**src/rtl/mux_rx_silo_pkg.sv**
```systemverilog
package mux_rx_silo_pkg;

    localparam int LINE_W     = 4;
    localparam int CHAR_W     = 8;
    localparam int SELFTEST_N = 8;
    localparam int WORD_W     = 16;

    typedef struct packed {
        logic              ovr;
        logic              fe;
        logic              pe;
        logic [LINE_W-1:0] line;
        logic [CHAR_W-1:0] ch;
    } silo_entry_t;

    localparam int ENTRY_W = $bits(silo_entry_t);

    // Self-test byte for preload slot idx: fillers in slots 3 and 6.
    function automatic logic [CHAR_W-1:0] selftest_code(input int idx);
        logic [2:0] k;
        k = idx[2:0];
        case (k)
            3'd3:    return 8'h81;
            3'd6:    return 8'h83;
            default: return {1'b0, k, 4'b0001};
        endcase
    endfunction

    // Carrier-change marker: all three error flags set.
    function automatic silo_entry_t modem_entry(input logic [LINE_W-1:0] line,
                                                input logic lvl);
        silo_entry_t e;
        e.ovr  = 1'b1;
        e.fe   = 1'b1;
        e.pe   = 1'b1;
        e.line = line;
        e.ch   = {3'b000, lvl, 4'b0000};
        return e;
    endfunction

    // Character entry; parity is dropped when overrun and framing coincide.
    function automatic silo_entry_t char_entry(input logic [LINE_W-1:0] line,
                                               input logic [CHAR_W-1:0] ch,
                                               input logic fe,
                                               input logic pe,
                                               input logic ovr);
        silo_entry_t e;
        e.ovr  = ovr;
        e.fe   = fe;
        e.pe   = pe & ~(ovr & fe);
        e.line = line;
        e.ch   = ch;
        return e;
    endfunction

endpackage

```
**src/rtl/mux_rx_silo_lane.sv**
```systemverilog
module mux_rx_silo_lane
    import mux_rx_silo_pkg::*;
#(
    parameter int LINE_ID = 0
) (
    input  logic                clk,
    input  logic                rst,
    input  logic                stb,
    input  logic [CHAR_W-1:0]   ch,
    input  logic                fe,
    input  logic                pe,
    input  logic                cd_async,
    input  logic                grant,
    output logic                req,
    output silo_entry_t         entry_out,
    output logic                cd_level
);

    localparam logic [LINE_W-1:0] LID = LINE_W'(LINE_ID);

    logic        cd_s1, cd_s2, cd_s3;
    logic        mdm_pend, mdm_lvl;
    logic        hold_v, miss;
    silo_entry_t hold_e;
    logic        hold_free;

    assign hold_free = !hold_v || (grant && !mdm_pend);
    assign req       = mdm_pend || hold_v;
    assign entry_out = mdm_pend ? modem_entry(LID, mdm_lvl) : hold_e;
    assign cd_level  = cd_s2;

    always_ff @(posedge clk) begin
        if (rst) begin
            cd_s1    <= 1'b0;
            cd_s2    <= 1'b0;
            cd_s3    <= 1'b0;
            mdm_pend <= 1'b0;
            mdm_lvl  <= 1'b0;
            hold_v   <= 1'b0;
            hold_e   <= '0;
            miss     <= 1'b0;
        end else begin
            cd_s1 <= cd_async;
            cd_s2 <= cd_s1;
            cd_s3 <= cd_s2;
            if (grant) begin
                if (mdm_pend) mdm_pend <= 1'b0;
                else          hold_v   <= 1'b0;
            end
            if (cd_s2 != cd_s3) begin
                mdm_pend <= 1'b1;
                mdm_lvl  <= cd_s2;
            end
            if (stb) begin
                if (hold_free) begin
                    hold_v <= 1'b1;
                    hold_e <= char_entry(LID, ch, fe, pe, miss);
                    miss   <= 1'b0;
                end else begin
                    miss <= 1'b1;
                end
            end
        end
    end

    // a character entry never looks like a modem marker
    a_r9_char_not_marker: assert property (@(posedge clk) disable iff (rst)
        (req && !mdm_pend) |-> !(entry_out.ovr && entry_out.fe && entry_out.pe));

    // a held character is kept untouched until it is drained
    a_r8_hold_kept: assert property (@(posedge clk) disable iff (rst)
        (hold_v && !(grant && !mdm_pend)) |=> (hold_v && $stable(hold_e)));

    // a modem entry is only presented after a synchronised edge
    a_r5_marker_after_edge: assert property (@(posedge clk) disable iff (rst)
        $rose(mdm_pend) |-> (mdm_lvl == cd_s3));

endmodule

```
**src/rtl/mux_rx_silo_arb.sv**
```systemverilog
module mux_rx_silo_arb #(
    parameter int N_REQ = 8,
    localparam int IDX_W = (N_REQ > 1) ? $clog2(N_REQ) : 1
) (
    input  logic             clk,
    input  logic             rst,
    input  logic [N_REQ-1:0] req,
    input  logic             enable,
    output logic [N_REQ-1:0] grant,
    output logic [IDX_W-1:0] gnt_idx
);

    always_comb begin
        grant   = '0;
        gnt_idx = '0;
        for (int i = 0; i < N_REQ; i++) begin
            if (enable && req[i] && (grant == '0)) begin
                grant[i] = 1'b1;
                gnt_idx  = IDX_W'(i);
            end
        end
    end

    // at most one lane moves per cycle
    a_r4_single_grant: assert property (@(posedge clk) disable iff (rst)
        $onehot0(grant));

    // nothing moves while the silo is full
    a_r8_no_grant_full: assert property (@(posedge clk) disable iff (rst)
        !enable |-> (grant == '0));

    // an active request is not passed over when the silo has room
    a_r4_no_idle_grant: assert property (@(posedge clk) disable iff (rst)
        (enable && (req != '0)) |-> (grant != '0));

endmodule

```
**src/rtl/mux_rx_silo_fifo.sv**
```systemverilog
module mux_rx_silo_fifo
    import mux_rx_silo_pkg::*;
#(
    parameter int DEPTH = 16,
    localparam int AW   = $clog2(DEPTH),
    localparam int CW   = AW + 1
) (
    input  logic        clk,
    input  logic        rst,
    input  logic        push,
    input  silo_entry_t push_data,
    input  logic        pop,
    output silo_entry_t head,
    output logic        empty,
    output logic        full
);

    silo_entry_t       mem [DEPTH];
    logic [AW-1:0]     wr_ptr, rd_ptr;
    logic [CW-1:0]     count;

    assign empty = (count == '0);
    assign full  = (count == CW'(DEPTH));
    assign head  = mem[rd_ptr];

    always_ff @(posedge clk) begin
        if (rst) begin
            for (int i = 0; i < DEPTH; i++) begin
                if (i < SELFTEST_N)
                    mem[i] <= char_entry('0, selftest_code(i), 1'b0, 1'b0, 1'b0);
                else
                    mem[i] <= '0;
            end
            wr_ptr <= AW'(SELFTEST_N);
            rd_ptr <= '0;
            count  <= CW'(SELFTEST_N);
        end else begin
            if (push) begin
                mem[wr_ptr] <= push_data;
                wr_ptr      <= wr_ptr + 1'b1;
            end
            if (pop) rd_ptr <= rd_ptr + 1'b1;
            case ({push, pop})
                2'b10:   count <= count + 1'b1;
                2'b01:   count <= count - 1'b1;
                default: count <= count;
            endcase
        end
    end

    a_r8_no_overflow: assert property (@(posedge clk) disable iff (rst)
        full |-> !push);

    a_r11_no_underflow: assert property (@(posedge clk) disable iff (rst)
        empty |-> !pop);

    // a lone pop removes exactly one entry
    a_r3_pop_one: assert property (@(posedge clk) disable iff (rst)
        (pop && !push) |=> (count == $past(count) - 1'b1));

endmodule

```
**src/rtl/mux_rx_silo.sv**
```systemverilog
module mux_rx_silo
    import mux_rx_silo_pkg::*;
#(
    parameter int N_LINES = 8,
    parameter int DEPTH   = 16,
    localparam int SEL_W  = (N_LINES > 1) ? $clog2(N_LINES) : 1
) (
    input  logic                      clk,
    input  logic                      rst,
    input  logic [N_LINES-1:0]        rx_stb,
    input  logic [N_LINES*CHAR_W-1:0] rx_char,
    input  logic [N_LINES-1:0]        rx_fe,
    input  logic [N_LINES-1:0]        rx_pe,
    input  logic [N_LINES-1:0]        cd_async,
    input  logic                      rd_stb,
    output logic [WORD_W-1:0]         rd_word,
    input  logic                      rx_ie,
    output logic                      rx_irq,
    input  logic [SEL_W-1:0]          stat_sel,
    output logic [WORD_W-1:0]         stat_word
);

    logic [N_LINES-1:0] lane_req, lane_gnt, lane_cd;
    silo_entry_t        lane_entry [N_LINES];
    logic [SEL_W-1:0]   gnt_idx;
    silo_entry_t        head;
    logic               empty, full, pop;

    for (genvar g = 0; g < N_LINES; g++) begin : g_lane
        mux_rx_silo_lane #(.LINE_ID(g)) i_lane (
            .clk       (clk),
            .rst       (rst),
            .stb       (rx_stb[g]),
            .ch        (rx_char[g*CHAR_W +: CHAR_W]),
            .fe        (rx_fe[g]),
            .pe        (rx_pe[g]),
            .cd_async  (cd_async[g]),
            .grant     (lane_gnt[g]),
            .req       (lane_req[g]),
            .entry_out (lane_entry[g]),
            .cd_level  (lane_cd[g])
        );
    end

    mux_rx_silo_arb #(.N_REQ(N_LINES)) i_arb (
        .clk     (clk),
        .rst     (rst),
        .req     (lane_req),
        .enable  (!full),
        .grant   (lane_gnt),
        .gnt_idx (gnt_idx)
    );

    assign pop = rd_stb && !empty;

    mux_rx_silo_fifo #(.DEPTH(DEPTH)) i_fifo (
        .clk       (clk),
        .rst       (rst),
        .push      (|lane_gnt),
        .push_data (lane_entry[gnt_idx]),
        .pop       (pop),
        .head      (head),
        .empty     (empty),
        .full      (full)
    );

    assign rd_word   = empty ? '0 : {1'b1, head};
    assign rx_irq    = rx_ie && !empty;
    assign stat_word = {3'b000, lane_cd[stat_sel], 12'h000};

    // a request implies a valid word is waiting
    a_r10_irq_has_data: assert property (@(posedge clk) disable iff (rst)
        rx_irq |-> rd_word[15]);

    a_r10_irq_when_enabled: assert property (@(posedge clk) disable iff (rst)
        (rx_ie && rd_word[15]) |-> rx_irq);

    // an invalid word carries no other bits
    a_r1_empty_zero: assert property (@(posedge clk) disable iff (rst)
        !rd_word[15] |-> (rd_word == '0));

endmodule

```
**config.mk**
```make
export PLATFORM = sky130hd
export DESIGN_NAME = mux_rx_silo
export DESIGN_NICKNAME = d
export VERILOG_FILES = /design/src/rtl/mux_rx_silo_pkg.sv /design/src/rtl/mux_rx_silo_lane.sv /design/src/rtl/mux_rx_silo_arb.sv /design/src/rtl/mux_rx_silo_fifo.sv /design/src/rtl/mux_rx_silo.sv
export SDC_FILE = /design/constraint.sdc
export NUM_CORES = 1
export LEC_CHECK = 0
export BUFFER_PORTS_ARGS = -buffer_cell sky130_fd_sc_hd__buf_4
export CAP_MARGIN = 20
export CORE_UTILIZATION = 60
export DETAILED_ROUTE_END_ITERATION = 16
export PLACE_DENSITY = 0.82
export SLEW_MARGIN = 30
export SYNTH_ARGS = -nofsm -noshare
export SYNTH_HDL_FRONTEND = slang
export SYNTH_HIERARCHICAL = 1
export SYNTH_SLANG_ARGS = --single-unit
```
**constraint.sdc**
```tcl
create_clock -name clk -period 4.2 [get_ports clk]
set_input_delay 0.84 -clock clk [delete_from_list [all_inputs] [get_ports clk]]
set_output_delay 0.84 -clock clk [all_outputs]
set_load 0.05 [all_outputs]
```
## Yosys cells after proc, flatten, opt, wreduce, memory -nomap -nowiden

Memories as Yosys holds them, arrays and structs flattened. A register that Yosys moved wholly into a read port is not among the register bits.
Cells that the tools add are included.

- Register bits: 164
- Bits in writable memories: 240
- Bits of input ports: 103
- Output and inout bits: 33
- Memories kept: 1

- Add/subtract/negate cells: 4
- $lt $le $gt $ge: 2
- Eq/ne operators: 11
- Muxes and demuxes: 104
- Bitwise operators: 26
- Reduce and logical (&&, ||, !) cells: 85

Memory list:

| memory | depth | bits a word | rd ports | clocked after Yosys merged registers in | write ports | line | RTL |
|---|---|---|---|---|---|---|---|
| i_fifo.mem | 16 | 15 | 1 | 1 | 16 | mux_rx_silo_fifo.sv:18 | `silo_entry_t mem [DEPTH];` |

Operator list:

| kind | count |
|---|---|
| 15-bit two-way mux | 11 |
| 1-bit two-way mux | 72 |
| 8-bit two-way mux | 8 |
| 15-bit binary-select mux with 3-bit select | 1 |
| 1-bit logical AND | 25 |
| 1-bit logical NOT | 18 |
| 2-bit nonzero test | 9 |
| 1-bit bitwise AND | 16 |
| 1-bit logical OR | 16 |
| 16-bit two-way mux | 1 |
| 2-bit AND reduction | 8 |
| 15-bit OR reduction | 1 |
| 3-bit two-way mux | 4 |
| 4-bit two-way mux | 3 |
| 5-bit logical NOT | 2 |
| 5-bit case mux with 2 select lines | 1 |
| 1-bit NOT | 9 |
| 4-bit by 1-bit adder with 4-bit output (second input constant) | 2 |
| 1-bit != test | 8 |
| 8-bit OR reduction | 1 |
| 7-bit logical NOT | 1 |
| 6-bit logical NOT | 1 |
| 5-bit by 1-bit adder with 5-bit output (second input constant) | 1 |
| 5-bit equality test (second input constant) | 1 |
| other kinds (11) | 12 |

## Logic depth before layout (Yosys ltp)

- Depth after elaboration: 31
- Gate-level depth with buffers: 19
- Depth with buffers taken out: 16

## Cells and area by module

Netlist, hierarchy kept.

By module, submodules not included:

| module | instances | cells an instance | area an instance (um2) |
|---|---|---|---|
| mux_rx_silo_fifo | 1 | 737 | 11760.0 |
| mux_rx_silo_lane at g_lane[1].i_lane ... | 7 | 93 | 913.4 |
| mux_rx_silo | 1 | 95 | 1317.5 |
| mux_rx_silo_lane at g_lane[0].i_lane | 1 | 89 | 869.6 |
| mux_rx_silo_arb | 1 | 23 | 160.2 |

## Worst setup path before layout

No wires, ideal clock.

- Path type: reg2reg
- Start point: register g_lane[0].i_lane.mdm_pend
- End point: register i_fifo.count[4]
- Setup time: 121 ps
- Arrival: 3478 ps
- Setup slack: 601 ps
- Stages on the path, launching flop included: 17
- Path buffers: 3
- Clock period less this slack: 3599 ps
- Cells stage by stage: dfxtp_1 > clkbuf_1 > or2_2 > or3b_4 > nor3b_1 > nor4_1 > nand2_1 > buf_2 > inv_1 > ha_1 > clkbuf_1 > xor2_1 > ha_1 > inv_1 > a32oi_1 > a31oi_1 > mux2_2

- Cells in the longest elaborated chain, start to end: 27
- Elaborated cells on any way between the ends: 29
- Classes of those cells: eq/ne: 2; mux: 9; bitwise: 1; reduce/logical: 17

RTL lines:

| what | line | RTL |
|---|---|---|
| start, declared | mux_rx_silo_lane.sv:22 | `logic mdm_pend, mdm_lvl;` |
| start signal, assigned | mux_rx_silo_lane.sv:37 | `mdm_pend <= 1'b0;` |
| start signal, assigned | mux_rx_silo_lane.sv:47 | `if (mdm_pend) mdm_pend <= 1'b0;` |
| start signal, assigned | mux_rx_silo_lane.sv:51 | `mdm_pend <= 1'b1;` |
| 1-bit logical OR (*) | mux_rx_silo_lane.sv:28 | `assign req = mdm_pend \|\| hold_v;` |
| net lane_req[0] | mux_rx_silo.sv:23 | `logic [N_LINES-1:0] lane_req, lane_gnt, lane_cd;` |
| 1-bit logical AND (*) | mux_rx_silo_arb.sv:17 | `if (enable && req[i] && (grant == '0)) begin` |
| 1-bit two-way mux (*) | mux_rx_silo_arb.sv:17 |  |
| 1-bit NOT | mux_rx_silo_arb.sv:17 |  |
| 1-bit logical AND | mux_rx_silo_arb.sv:17 |  |
| 1-bit two-way mux | mux_rx_silo_arb.sv:17 |  |
| 2-bit logical NOT | mux_rx_silo_arb.sv:17 |  |
| [5 not listed] | -- |  |
| net lane_gnt[3] | mux_rx_silo.sv:23 |  |
| [7 not listed] | -- |  |
| 1-bit logical AND | mux_rx_silo_arb.sv:17 |  |
| 1-bit two-way mux | mux_rx_silo_arb.sv:17 |  |
| 7-bit logical NOT | mux_rx_silo_arb.sv:17 |  |
| 1-bit logical AND | mux_rx_silo_arb.sv:17 |  |
| 1-bit two-way mux | mux_rx_silo_arb.sv:17 |  |
| 8-bit OR reduction (*) | mux_rx_silo.sv:59 | `.push (\|lane_gnt),` |
| 2-bit by 1-bit equality test with 1-bit output or 2-bit equality test (tied branches) | mux_rx_silo_fifo.sv:43 | `case ({push, pop})` |
| 5-bit case mux with 2 select lines or 2-bit nonzero test (tied branches) | -- |  |
| end signal, assigned | mux_rx_silo_fifo.sv:44 | `2'b10: count <= count + 1'b1;` |
| end signal, assigned | mux_rx_silo_fifo.sv:45 | `2'b01: count <= count - 1'b1;` |
| end signal, assigned | mux_rx_silo_fifo.sv:46 | `default: count <= count;` |
| end, declared | mux_rx_silo_fifo.sv:20 | `logic [CW-1:0] count;` |

Mark *: on every way through the listed nets, which the timed path passes. The rest lies on a longest branch.
A chain may end at the register's enable or synchronous reset.

## Worst setup path in the final report

- Start point: register i_fifo.count[0]
- End point: register i_fifo.count[4]

- Cells in the longest elaborated chain, start to end: 28
- Elaborated cells on any way between the ends: 42
- Classes of those cells: add/sub: 2; eq/ne: 3; mux: 9; bitwise: 1; reduce/logical: 27

RTL lines:

| what | line | RTL |
|---|---|---|
| start signal, assigned | mux_rx_silo_fifo.sv:36 | `count <= CW'(SELFTEST_N);` |
| start signal, assigned | mux_rx_silo_fifo.sv:44 |  |
| start signal, assigned | mux_rx_silo_fifo.sv:45 |  |
| 5-bit equality test (*) | mux_rx_silo_fifo.sv:23 | `assign full = (count == CW'(DEPTH));` |
| net full | mux_rx_silo.sv:27 | `logic empty, full, pop;` |
| 1-bit logical NOT (*) | mux_rx_silo.sv:49 | `.enable (!full),` |
| 1-bit logical AND | mux_rx_silo_arb.sv:17 |  |
| 1-bit two-way mux | mux_rx_silo_arb.sv:17 |  |
| 1-bit NOT | mux_rx_silo_arb.sv:17 |  |
| 1-bit logical AND | mux_rx_silo_arb.sv:17 |  |
| 1-bit two-way mux | mux_rx_silo_arb.sv:17 |  |
| [12 not listed] | -- |  |
| net lane_gnt[5] | mux_rx_silo.sv:23 |  |
| [1 not listed] | -- |  |
| 1-bit logical AND | mux_rx_silo_arb.sv:17 |  |
| 1-bit two-way mux | mux_rx_silo_arb.sv:17 |  |
| 7-bit logical NOT | mux_rx_silo_arb.sv:17 |  |
| 1-bit logical AND | mux_rx_silo_arb.sv:17 |  |
| 1-bit two-way mux | mux_rx_silo_arb.sv:17 |  |
| 8-bit OR reduction (*) | mux_rx_silo.sv:59 |  |
| 2-bit by 1-bit equality test with 1-bit output or 2-bit equality test (tied branches) | mux_rx_silo_fifo.sv:43 |  |
| 5-bit case mux with 2 select lines or 2-bit nonzero test (tied branches) | -- |  |

Marked as above.

==> results.md <==
- Count of cell types in the netlist: 53
- Number of filler cells placed in the layout: roughly 2300
- Die Ht: between 150 and 200 um
- First-pass GRT wire length: roughly 70000 um
- RSZ-0062 raised after global routing: no
- Fraction of registers with async set/reset: 0%
- Cells after synthesis: 1595
- Crit start category: flip-flop
- Crit path max fanout: 9
- CTS H-tree lvls: 2
- LEAKAGE: 0.00898 uW
- Slew margin rel.: 35.1%
- Row count: 67
- WP data required: 4620 ps
- Die area: ~35000 um2
- Nets: between 1500 and 2000
- Crit path time final: between 3000 and 4000 ps
- Post-synth EDFFs: 240
- Number of global-route vias before repair: 12500
- Setup TNS: 0 ps
- Total routed wirelength: between 40000 and 50000 um
- Final setup fails: 0
- Global placer's final weighted congestion: roughly 0.84
- Maximum VDD drop: just under 0.3 mV
- Clock sink count: ~400
- First-pass iteration count of the detailed router: 6
- Seq/Total Area, Yosys: between 50% and 60%
- CP Data Arrival Time: about 4200 ps
- YS warnings: 6
- Post-cts gate resize count: 0
- Final setup skew: slightly below 20 ps
- Min Hold Slack: 437 ps
- CTS Root Cell: clkbuf_16
- HP Class: reg2reg
- Final Hold Vio Count: 0
- Total GRT Usage: between 20% and 30%
- I/O pin count: 136
- Top FF cell, synth: edfxtp_1
- Mapped Area: 20500 um2
- Initial detailed-routing violation count: a little over 1000
- Core area: between 30000 and 40000 um2
- Initial antenna violation count: 1
- ANT nets after route: 0
- CTS buffer count: 42
- Die W: approximately 190 um
- Period utilisation layout: 88.6%
- Global route overflow: 0
- Area growth from synthesis to layout: 11.5%
- Max-cap violations: 0
- Via count: about 12000
- Critical path origin: i_fifo/count[0]
- Slew Limit Fails: 0
- Syn_area_per_cell: between 10 and 15 um2
- Clock transition at path regs: 60 ps
- Fmax: approximately 0.27 GHz
- DR WL/cell: ~21 um
- Pwr Density: roughly 450 nW/um2
- R2R Setup Slk: roughly 480 ps
- Largest net degree at the start of global routing: 101
- Status: complete, no violations
- Port Buffers: 120
- Critical path endpoint category: flip-flop
- HP Start: g_lane[3].i_lane/cd_s1
- CTS tree: yes
- # DRC: 0
- Cts hold-fix bufs: 0
- Post-DP HPWL: approximately 30000 um
- Setup bufs post-CTS: 0
- Diode count: 0
- Initial core utilization: 61.0%
- Worst r2r src: i_fifo/count[0]
- CTS Buffer Depth: 3
- Layout cells sized above 1: between 20% and 30%
- DR vias/cell: roughly 5.7
- CP Class: reg2reg
- Clk_lat worst skew: between 500 and 600 ps
- Slew @ Worst Pin: roughly 970 ps
- #FFs+latches synth: a little over 400
[cell usage after synthesis (4+ instances only)]
| master | number | area, um2 |
|---|---|---|
| a31oi_1 | 9 | 56.3 |
| buf_4 | 42 | 315 |
| buf_6 | 8 | 90.1 |
| nor2_1 | 39 | 146 |
| clkbuf_1 | 81 | 304 |
| nand2b_1 | 205 | 1280 |
| ha_1 | 8 | 100 |
| mux4_1 | 50 | 1310 |
| mux4_2 | 57 | 1280 |
| nand2b_4 | 8 | 110 |
| nand3_1 | 4 | 20.0 |
| buf_2 | 5 | 25.0 |
| nand3b_1 | 10 | 75.1 |
| mux2_2 | 25 | 282 |
| edfxtp_1 | 240 | 7210 |
| and2b_2 | 15 | 131 |
| nor3_1 | 8 | 40.0 |
| and3_1 | 7 | 43.8 |
| nor3_2 | 8 | 80.1 |
| conb_1 | 9 | 33.8 |
| a21bo_2 | 7 | 70.1 |
| a21oi_1 | 27 | 135 |
| buf_12 | 8 | 160 |
| and2_1 | 223 | 1400 |
| a21boi_4 | 8 | 150 |
| xor2_1 | 8 | 70.1 |
| mux2i_1 | 92 | 921 |
| dfxtp_1 | 168 | 3360 |
| or2b_1 | 8 | 60.1 |
| nor2b_1 | 86 | 538 |
| or2_2 | 55 | 344 |
| nand2_1 | 26 | 97.6 |
| inv_1 | 14 | 52.6 |
[stage by stage]
stage / cell area (um2) / power [uW] / util [%] / instances / setup WS [ps]
after floorplan: 20600 / 6070 / - / 1621 / 601
after global placement: 21500 / 6510 / 63.8 / 2077 / 727
after CTS: 22900 / 10300 / 68.0 / 2155 / 467
after global routing: 22900 / 10600 / 68.0 / 2155 / 172
after detailed placement: 21500 / 6560 / 63.8 / 2077 / 635
final: 22900 / 10300 / 68.0 / 2155 / 478
[path summary, 6_finish.rpt]
path / end / depth (start not counted)
setup reg to reg: i_fifo/count[4] / 16
hold reg to reg: g_lane[3].i_lane/cd_level / 1
setup / recovery: i_fifo/count[4] / 16
hold / removal: g_lane[3].i_lane/cd_level / 1
[flip-flops by register name, indices dropped and copies added (netlist names), 5 cells and up, named ones only]
register / flops
i_fifo/mem: 240
g_lane.i_lane/hold_e: 95
g_lane.i_lane/cd_level: 8
g_lane.i_lane/cd_s1: 8
g_lane.i_lane/cd_s3: 8
g_lane.i_lane/hold_v: 8
g_lane.i_lane/mdm_lvl: 8
g_lane.i_lane/mdm_pend: 8
g_lane.i_lane/miss: 8
i_fifo/count: 5
[routing by layer]
| layer | share of wire, % | global-route usage [%] |
|---|---|---|
| met5 | 0.042 | 0 |
| met4 | 3.2 | 9.46 |
| met3 | 6.5 | 4.39 |
| met2 | 50 | 44.4 |
| met1 | 41 | 33.4 |
[critical path: stages, from the launching register on]
cell and delay (ps):
dfxtp_1 370, nor4_1 350, and2_1 180, inv_1 80, nor3b_2 180, nand2_1 90
nor3b_1 60, buf_4 150, nor4_1 270, nand2_1 130, inv_1 210, ha_1 410
xor2_1 190, ha_1 210, nand4b_1 120, a31oi_1 250, mux2_2 370
[layout by cell type, fill, tap and decap left out, drive strengths merged, types with 55 or more instances in the layout]
cell type	Yosys	layout
mux4	107	107
clkbuf	82	56
edfxtp	240	240
or2	55	55
dfxtp	168	168
buf	64	154
nor2b	86	86
and2	224	224
nand2b	213	213
mux2i	92	92
[cells by family after synthesis]
| group | synth area share, % |
|---|---|
| multiplexers | 18.5 |
| AO/OA/AOI/OAI | 2.24 |
| adder cells (fa/ha/maj) | 0.488 |
| AND/OR/NAND/NOR | 21.9 |
| XOR/XNOR | 0.427 |
| flip-flops | 51.6 |
| other | 0.165 |
| buffers and inverters | 4.66 |
[where the power goes]
part | switching, uW | internal, uW
clock | 1550 | 2230
sequential | 152 | 4490
combinational | 1050 | 828
[area by class of cell]
| type | count | area [um2] | area share [%] |
|---|---|---|---|
| clock buffer | 56 | 1170 | 5.14 |
| clock inverter | 22 | 238 | 1.04 |
| inverter | 14 | 52.6 | 0.230 |
| multi-input combinational | 1053 | 9080 | 39.7 |
| sequential | 408 | 10600 | 46.3 |
| tap | 448 | 561 | 2.45 |
| timing repair buffer | 154 | 1180 | 5.18 |
Power figures use the tool's default switching activity.
